[src/rtl/cc_pkg.sv]
package cc_pkg;
  typedef enum logic [1:0] {
    CC_CAPTURE = 2'b00,
    CC_TIMER   = 2'b01,
    CC_TOGGLE  = 2'b10,
    CC_PWM     = 2'b11
  } cc_mode_e;
endpackage

[src/rtl/cc_edge_sync.sv]
// Synchronizes the pin and flags single-cycle rising/falling edges.
module cc_edge_sync #(
  parameter int STAGES = 2
) (
  input  logic clk,
  input  logic rst,
  input  logic din,
  output logic rise,
  output logic fall
);
  logic [STAGES:0] sh;

  always_ff @(posedge clk) begin
    if (rst) sh <= '0;
    else     sh <= {sh[STAGES-1:0], din};
  end

  assign rise = sh[STAGES-1] & ~sh[STAGES];
  assign fall = ~sh[STAGES-1] & sh[STAGES];
endmodule

[src/rtl/cc_cmp_reg.sv]
// Byte-written compare/capture register with a write lock on the low byte.
module cc_cmp_reg #(
  parameter int W  = 16,
  parameter int BW = 8
) (
  input  logic          clk,
  input  logic          rst,
  input  logic          lo_we,
  input  logic          hi_we,
  input  logic [BW-1:0] wbyte,
  input  logic          cap_load,
  input  logic [W-1:0]  cap_data,
  input  logic [W-1:0]  cnt,
  input  logic          tick,
  output logic [W-1:0]  value,
  output logic          match
);
  logic armed;

  always_ff @(posedge clk) begin
    if (rst) begin
      value <= '0;
      armed <= 1'b0;
    end else begin
      if (lo_we) value[BW-1:0] <= wbyte;
      if (hi_we) value[W-1:BW] <= wbyte;
      if (cap_load) value <= cap_data;
      if (hi_we)      armed <= 1'b1;
      else if (lo_we) armed <= 1'b0;
    end
  end

  assign match = armed && tick && (cnt == value);
endmodule

[src/rtl/cc_pwm.sv]
// Shadowed duty byte and low-byte comparator.
module cc_pwm #(
  parameter int BW = 8
) (
  input  logic          clk,
  input  logic          rst,
  input  logic          active,
  input  logic          tick,
  input  logic [BW-1:0] cnt_lo,
  input  logic [BW-1:0] duty,
  output logic          level
);
  logic [BW-1:0] shadow;
  logic          wrap;

  assign wrap = tick && (cnt_lo == {BW{1'b1}});

  always_ff @(posedge clk) begin
    if (rst)                 shadow <= '0;
    else if (!active || wrap) shadow <= duty;
  end

  assign level = !(cnt_lo < shadow);
endmodule

[src/rtl/cc_channel.sv]
module cc_channel #(
  parameter int CNT_W     = 16,
  parameter int SYNC_LEN  = 2
) (
  input  logic               clk,
  input  logic               rst,
  input  logic [CNT_W-1:0]   cnt_val,
  input  logic               cnt_tick,
  input  logic               pin_in,
  input  logic               ctl_we,
  input  logic [3:0]         ctl_wdata,
  input  logic               cmp_lo_we,
  input  logic               cmp_hi_we,
  input  logic [CNT_W/2-1:0] cmp_wdata,
  input  logic               flag_clr,
  output logic               pin_out,
  output logic [CNT_W-1:0]   cap_val,
  output logic               evt_flag
);
  import cc_pkg::*;

  localparam int BW = CNT_W / 2;

  cc_mode_e mode_q;
  logic     rise_en, fall_en;
  logic     rise, fall;
  logic     cap_evt, hit, raw_match, pwm_level;

  always_ff @(posedge clk) begin
    if (rst) begin
      mode_q  <= CC_CAPTURE;
      rise_en <= 1'b0;
      fall_en <= 1'b0;
    end else if (ctl_we) begin
      mode_q  <= cc_mode_e'(ctl_wdata[1:0]);
      rise_en <= ctl_wdata[2];
      fall_en <= ctl_wdata[3];
    end
  end

  cc_edge_sync #(.STAGES(SYNC_LEN)) u_sync (
    .clk(clk), .rst(rst), .din(pin_in), .rise(rise), .fall(fall)
  );

  assign cap_evt = (mode_q == CC_CAPTURE) && ((rise && rise_en) || (fall && fall_en));

  cc_cmp_reg #(.W(CNT_W), .BW(BW)) u_reg (
    .clk(clk), .rst(rst),
    .lo_we(cmp_lo_we), .hi_we(cmp_hi_we), .wbyte(cmp_wdata),
    .cap_load(cap_evt), .cap_data(cnt_val),
    .cnt(cnt_val), .tick(cnt_tick),
    .value(cap_val), .match(raw_match)
  );

  assign hit = raw_match && (mode_q == CC_TIMER || mode_q == CC_TOGGLE);

  cc_pwm #(.BW(BW)) u_pwm (
    .clk(clk), .rst(rst),
    .active(mode_q == CC_PWM), .tick(cnt_tick),
    .cnt_lo(cnt_val[BW-1:0]), .duty(cap_val[CNT_W-1:BW]),
    .level(pwm_level)
  );

  always_ff @(posedge clk) begin
    if (rst)                   evt_flag <= 1'b0;
    else if (cap_evt || hit)   evt_flag <= 1'b1;
    else if (flag_clr)         evt_flag <= 1'b0;
  end

  always_ff @(posedge clk) begin
    if (rst)                              pin_out <= 1'b0;
    else if (mode_q == CC_PWM)            pin_out <= pwm_level;
    else if (mode_q == CC_TOGGLE && hit)  pin_out <= ~pin_out;
  end
endmodule

[config.mk]
export PLATFORM = sky130hd
export DESIGN_NAME = cc_channel
export DESIGN_NICKNAME = d
export VERILOG_FILES = /design/src/rtl/cc_pkg.sv /design/src/rtl/cc_edge_sync.sv /design/src/rtl/cc_cmp_reg.sv /design/src/rtl/cc_pwm.sv /design/src/rtl/cc_channel.sv
export SDC_FILE = /design/constraint.sdc
export NUM_CORES = 1
export LEC_CHECK = 0
export BUFFER_PORTS_ARGS = -buffer_cell sky130_fd_sc_hd__buf_2
export CORE_MARGIN = 5
export CORE_UTILIZATION = 50
export DETAILED_ROUTE_END_ITERATION = 8
export MAX_ROUTING_LAYER = met4
export PLACE_DENSITY = 0.87
export SYNTH_ARGS = -nofsm -noshare
export SYNTH_HDL_FRONTEND = slang
export SYNTH_SLANG_ARGS = --single-unit
[constraint.sdc]
create_clock -name clk -period 2.65 [get_ports clk]
set_input_delay 0.53 -clock clk [delete_from_list [all_inputs] [get_ports clk]]
set_output_delay 0.53 -clock clk [all_outputs]
set_load 0.02 [all_outputs]
==> metrics.cfg, run 1 <==
[route]
drtPass1Iterations = 4
drc = 0
drt_iter0_drc = 87
vias = 1580
post_drt_wl_per_cell_um = 14.7
routed_wl_um = 4360
avgViaCountPerCell = 5.32
antenna_left = 0

[worst_setup_path]
critical_path.endpoint_type = flip-flop
cp.required_ns = 2.86
crit_path_start_kind = flip-flop
worst-setup-path-type = reg2reg
cp.arrival_ns = 1.76
cp_max_fo = 2

[clocking]
cts_setup_buffers = 0
holdBufCountCts = 0
clk_latency_ns = 0.33
cts_sinks = 34
cts_made_buffers = 5
cts-root-buf = clkbuf_4
clkSlewWorstSetupHoldPaths_ns = 0.10
h-tree-depth = 2
post_cts_resized = 0
tritoncts = built
ctsLongestPathBuffers = 2

[finish]
diodes = 0
drive_gt1_frac = 0.263
fin_area_sq_um = 2140
finish.utilization = 0.626
fin_nets = 296
area_growth_pct = 18.7

[logic_synthesis]
synth_flop_cell = dfxtp_1
syn_area_sq_um = 1800
yosysTopAreaCell = dfxtp_1
synth_cell_types = 31
synth_nets = 246
synthArstFlopShare = 0
synth-edff-count = 0
syn_avg_cell_area_sq_um = 9.01
yosys-top-cells-area = dfxtp_1 38%, mux2i_1 12%, nor2_1 7.7%
synth_seq_cells = 34
synth_most_common_cell = nor2_1
ys_warn_count = 0
synth_commonest_cells = 37 x nor2_1, 34 x dfxtp_1, 21 x mux2i_1, 16 x a211oi_1, 15 x xnor2_1
yosysSeqAreaShare = 0.378
postSynthCellCount = 200
yosys.area.top_type_share = 0.378

[outcome]
run_status = completed

[sta]
finClkSkew_ns = 0.00376
worst_pin_slew_ns = 0.688
hold_viol = 0
fin_crit_ns = 1.55
max_freq_mhz = 646
finalSetupViolations = 0
rsz0062_at_grt = false
relSlewSlack = 0.541
finalMaxSlewViolations = 0
post-route-period-util = 0.584
tns_ns = 0

[place]
io_buffer_count = 53
post_dp_cell_area_sq_um = 2080
hpwl_um = 3330
gp_congestion = 0.839

[hold_path]
hold_path.class = in2reg

[die]
die_w_um = 70.1
rows = 21
core_sq_um = 3420
io_pins = 54
die_height_um = 70.1
dieArea_sq_um = 4910
initial_core_util = 0.528

[power]
netSwitchingPower_mw = 0.305
leakagePower_nw = 0.948
clockPowerShare = 0.279
intPower_mw = 0.761
pwr-share-comb = 0.191
p_seq_frac = 0.530
switching_share = 0.286
power_density_nw_per_um2 = 498
worst_ir_drop_vdd_uv = 334

[grt]
grt_pass1_wl_um = 7420
grt_pass1_vias = 1636
grt.total_usage = 0.193
antenna_found_initial = 0
grt_max_degree = 37
overflow = 0

[job]
drv_cap = 0

==> stage by stage <==
| stage | std cells | total power [mW] | hold WS, ns | setup slack (ns) |
|---|---|---|---|---|
| after floorplan | 200 | 0.701 | 0.414 | 1.07 |
| after global placement | 289 | 0.774 | 0.421 | 0.794 |
| after detailed placement | 289 | 0.780 | 0.437 | 0.757 |
| after CTS | 297 | 1.07 | 0.389 | 1.08 |
| after global routing | 297 | 1.12 | 0.392 | 0.975 |
| final | 297 | 1.07 | 0.402 | 1.10 |
==> kinds of logic (layout without fill, tap and decap cells) <==
group	after synthesis	after routing	synth area share
multiplexers	21	21	0.117
XOR/XNOR	16	16	0.0777
buffers and inverters	21	72	0.0507
AO/OA/AOI/OAI	35	35	0.146
flip-flops	34	34	0.378
AND/OR/NAND/NOR	63	63	0.162
adder cells (fa/ha/maj)	10	10	0.0694
==> sequential cells by signal, indices dropped and copies added (netlist names) <==
name / count
u_reg.armed: 1
u_sync.sh: 3
u_reg.value: 16
u_pwm.shadow: 8
fall_en: 1
pin_out: 1
mode_q: 2
rise_en: 1
evt_flag: 1
==> metal layers <==
layer	part of all wire	global-route usage
met5	0	-
met2	0.49	0.333
met4	0.0080	0.0447
met3	0.061	0.0603
met1	0.44	0.218
==> final cells by class <==
cell class | instances | area (sq um)
clock buffers | 7 | 55.1
clock inverters | 1 | 5.00
fillers | 325 | 1280
inverters | 10 | 37.5
multi-input cells | 145 | 1030
flip-flops and latches | 34 | 681
well taps | 46 | 57.6
repair buffers | 54 | 273
==> power by group through the flow <==
stage	logic (mW)	clock network, mW	registers (mW)
6_report	0.204	0.297	0.565
5_1_grt	0.225	0.326	0.569
4_1_cts	0.206	0.303	0.565
3_3_place_gp	0.198	0	0.575
3_5_place_dp	0.204	0	0.576
2_1_floorplan	0.108	0	0.593
==> worst max-delay path: stages (launching register included) <==
cell,delay [ns]
dfxtp_1,0.33
inv_1,0.05
ha_1,0.26
a2111oi_0,0.39
o211ai_1,0.18
nand3b_1,0.11
o211ai_1,0.10
==> final timing paths <==
path / start / endpoint / slack (ns) / cells after the start
worst min register to register: u_sync.sh[0] / u_sync.sh[1] / 0.46 / 1
worst min-delay path: pin_in / u_sync.sh[0] / 0.40 / 2
worst max-delay path: u_pwm.shadow[1] / pin_out / 1.10 / 6
worst max register to register: u_pwm.shadow[1] / pin_out / 1.10 / 6
==> placed cells by master (no fill, tap or decap), types with 2 or more instances in the layout <==
| master | netlist | routed |
|---|---|---|
| mux2i_1 | 21 | 21 |
| nand2_1 | 5 | 5 |
| o211ai_1 | 2 | 2 |
| nand3_1 | 4 | 4 |
| a21oi_1 | 6 | 6 |
| a211oi_1 | 16 | 16 |
| inv_1 | 10 | 10 |
| o21ai_0 | 2 | 2 |
| nor3_1 | 2 | 2 |
| ha_1 | 10 | 10 |
| nand4_1 | 4 | 4 |
| nand3b_1 | 2 | 2 |
| buf_2 | 4 | 53 |
| nor2b_1 | 3 | 3 |
| nand2b_1 | 4 | 4 |
| nor2_1 | 37 | 37 |
| dfxtp_1 | 34 | 34 |
| clkbuf_4 | 0 | 5 |
| a21oi_2 | 3 | 3 |
| xnor2_1 | 15 | 15 |
(Power assumes the default switching activity.)
==> inputs of run 2 (changes only) <==
Settings changed: CORE_UTILIZATION 50 to 46, PLACE_DENSITY 0.87 to 0.84.
Clock period 2.65 ns to 1.3 ns, I/O delays scaled along.
==> run 2 against run 1 <==
- the run now ends with negative setup slack left
- register-to-register slack worse by 1.3 ns
- worst hold slack got worse by 0.21 ns
- fmax rose by 4.1%
- total power increased by 130%
- count of clock-buffer cells in the layout unchanged
- clock skew down 0.0020 ns
- largest cell class unchanged
- largest power group unchanged
==> metrics.cfg, run 2 (synthesized netlist as in run 1, its figures left out) <==
[outcome]
run_status = finished with violations
failed_checks = negative setup slack

[route]
drc = 0
post_drt_wl_per_cell_um = 16.4
antenna_left = 0
avgViaCountPerCell = 5.32
vias = 1757
drtPass1Iterations = 4
drt_iter0_drc = 74
routed_wl_um = 5410

[grt]
antenna_found_initial = 0
grt_pass1_vias = 1902
grt.total_usage = 0.214
overflow = 0
grt_pass1_wl_um = 8570
grt_max_degree = 19

[power]
power_density_nw_per_um2 = 934
worst_ir_drop_vdd_uv = 571
finalPower_mw = 2.49
leakagePower_nw = 1.19

[worst_setup_path]
timing.rr.end = pin_out
r2r_setup_slack_ns = -0.19
cp_max_fo = 2
critical_path.endpoint_type = flip-flop
r2r_cells = 7
r2r-start = u_pwm.shadow[7]
cp.arrival_ns = 1.69
cp.required_ns = 1.51
crit_path_start_kind = flip-flop
worst-setup-path-type = reg2reg

[place]
dp_cells = 319
place_ws_ns = -0.244
hpwl_um = 3590
io_buffer_count = 53
gp_congestion = 0.883

[die]
rows = 22
core_sq_um = 3720
dieArea_sq_um = 5270
die_w_um = 72.6
io_pins = 54
die_height_um = 72.6
initial_core_util = 0.485

[sta]
relSlewSlack = 0.754
max_freq_mhz = 673
worst_pin_slew_ns = 0.369
setup_ws_ns = -0.186
fin_crit_ns = 1.49
rsz0062_at_grt = true
post-route-period-util = 1.14
finalSetupViolations = 1
finalMaxSlewViolations = 0
hold_viol = 0
finClkSkew_ns = 0.00181

[finish]
mostFrequentLayoutCell = buf_2
reg.largest.list = u_reg.value: 16 flops, u_pwm.shadow: 8 flops, u_sync.sh: 3 flops
area_growth_pct = 48.0
drive_gt1_frac = 0.521
final_cell_mix = 53 x buf_2, 37 x nor2_1, 31 x buf_4
largest_reg_flops = 16
fillers = 291
diodes = 0
layout.cells.non_filler = 330
fin_nets = 328
regMostFlops = u_reg.value
finish.utilization = 0.718

[clocking]
ctsLongestPathBuffers = 2
clkSlewWorstSetupHoldPaths_ns = 0.06
clk_latency_ns = 0.28
cts_made_buffers = 5
tritoncts = built
holdBufCountCts = 0
cts_sinks = 34
h-tree-depth = 2
cts-root-buf = clkbuf_8

[hold_path]
min_to = u_sync.sh[0]
hp-start = pin_in
hold_path.class = in2reg
hold_depth = 2

[job]
drv_cap = 0

[run 2: changes by cell type in the layout (fill, tap and decap cells not counted), sizes merged]
| cell | change |
|---|---|
| clkinv | -1 |
| buf | +32 |
[run 2: routing by layer]
layer,vias up,share of wire,routed length [um],GRT usage
met5,-,0,0,-
met4,0,0.020,108,0.0902
met3,13,0.063,341,0.0455
met2,61,0.51,2760,0.370
met1,826,0.41,2200,0.238
li1,857,-,-,-
[run 2: report_power, final]
part	internal (mW)	switching [mW]
Sequential	1.11	0.0450
Combinational	0.301	0.307
Clock	0.368	0.362
[run 2: critical path: stages (launching register included)]
cell,delay (ns)
dfxtp_2,0.33
inv_2,0.04
ha_4,0.25
and4_1,0.22
o21ai_2,0.06
o211ai_1,0.24
nand2_1,0.08
o211ai_1,0.18
[run 2: area by class of cell]
type	instances	area, sq um	area share
clock buffers	7	76.3	0.0286
inverters	10	37.5	0.0141
multi-input cells	145	1240	0.466
flip-flops and latches	34	706	0.265
well taps	48	60.1	0.0225
repair buffers	86	546	0.205
[run 2: how the worst max path moves through the flow]
stage,depth (start not counted),end,startpoint,slack (ns)
floorplan,7,pin_out,u_pwm.shadow[5],-0.006
global placement,6,pin_out,cnt_val[1],-0.14
detailed placement,6,pin_out,cnt_val[1],-0.24
CTS,6,pin_out,u_pwm.shadow[1],-0.14
global route,7,pin_out,u_pwm.shadow[6],-0.32
finish,7,pin_out,u_pwm.shadow[7],-0.19
[run 2: timing repair]
action,4_1_cts,5_1_grt
resized for setup,12,28
gates cloned,1,0
setup endpoints to repair,3,18
setup buffers,1,2
pin swaps,7,22
[run 2: metrics by stage]
step | instance area [sq um] | setup TNS, ns | hold WS [ns]
final | 2670 | -0.186 | 0.193
after global routing | 2670 | -0.354 | 0.213
after CTS | 2530 | -0.140 | 0.193
after detailed placement | 2350 | -0.686 | 0.445
after global placement | 2350 | -0.356 | 0.418
after floorplan | 1850 | -0.00573 | 0.388
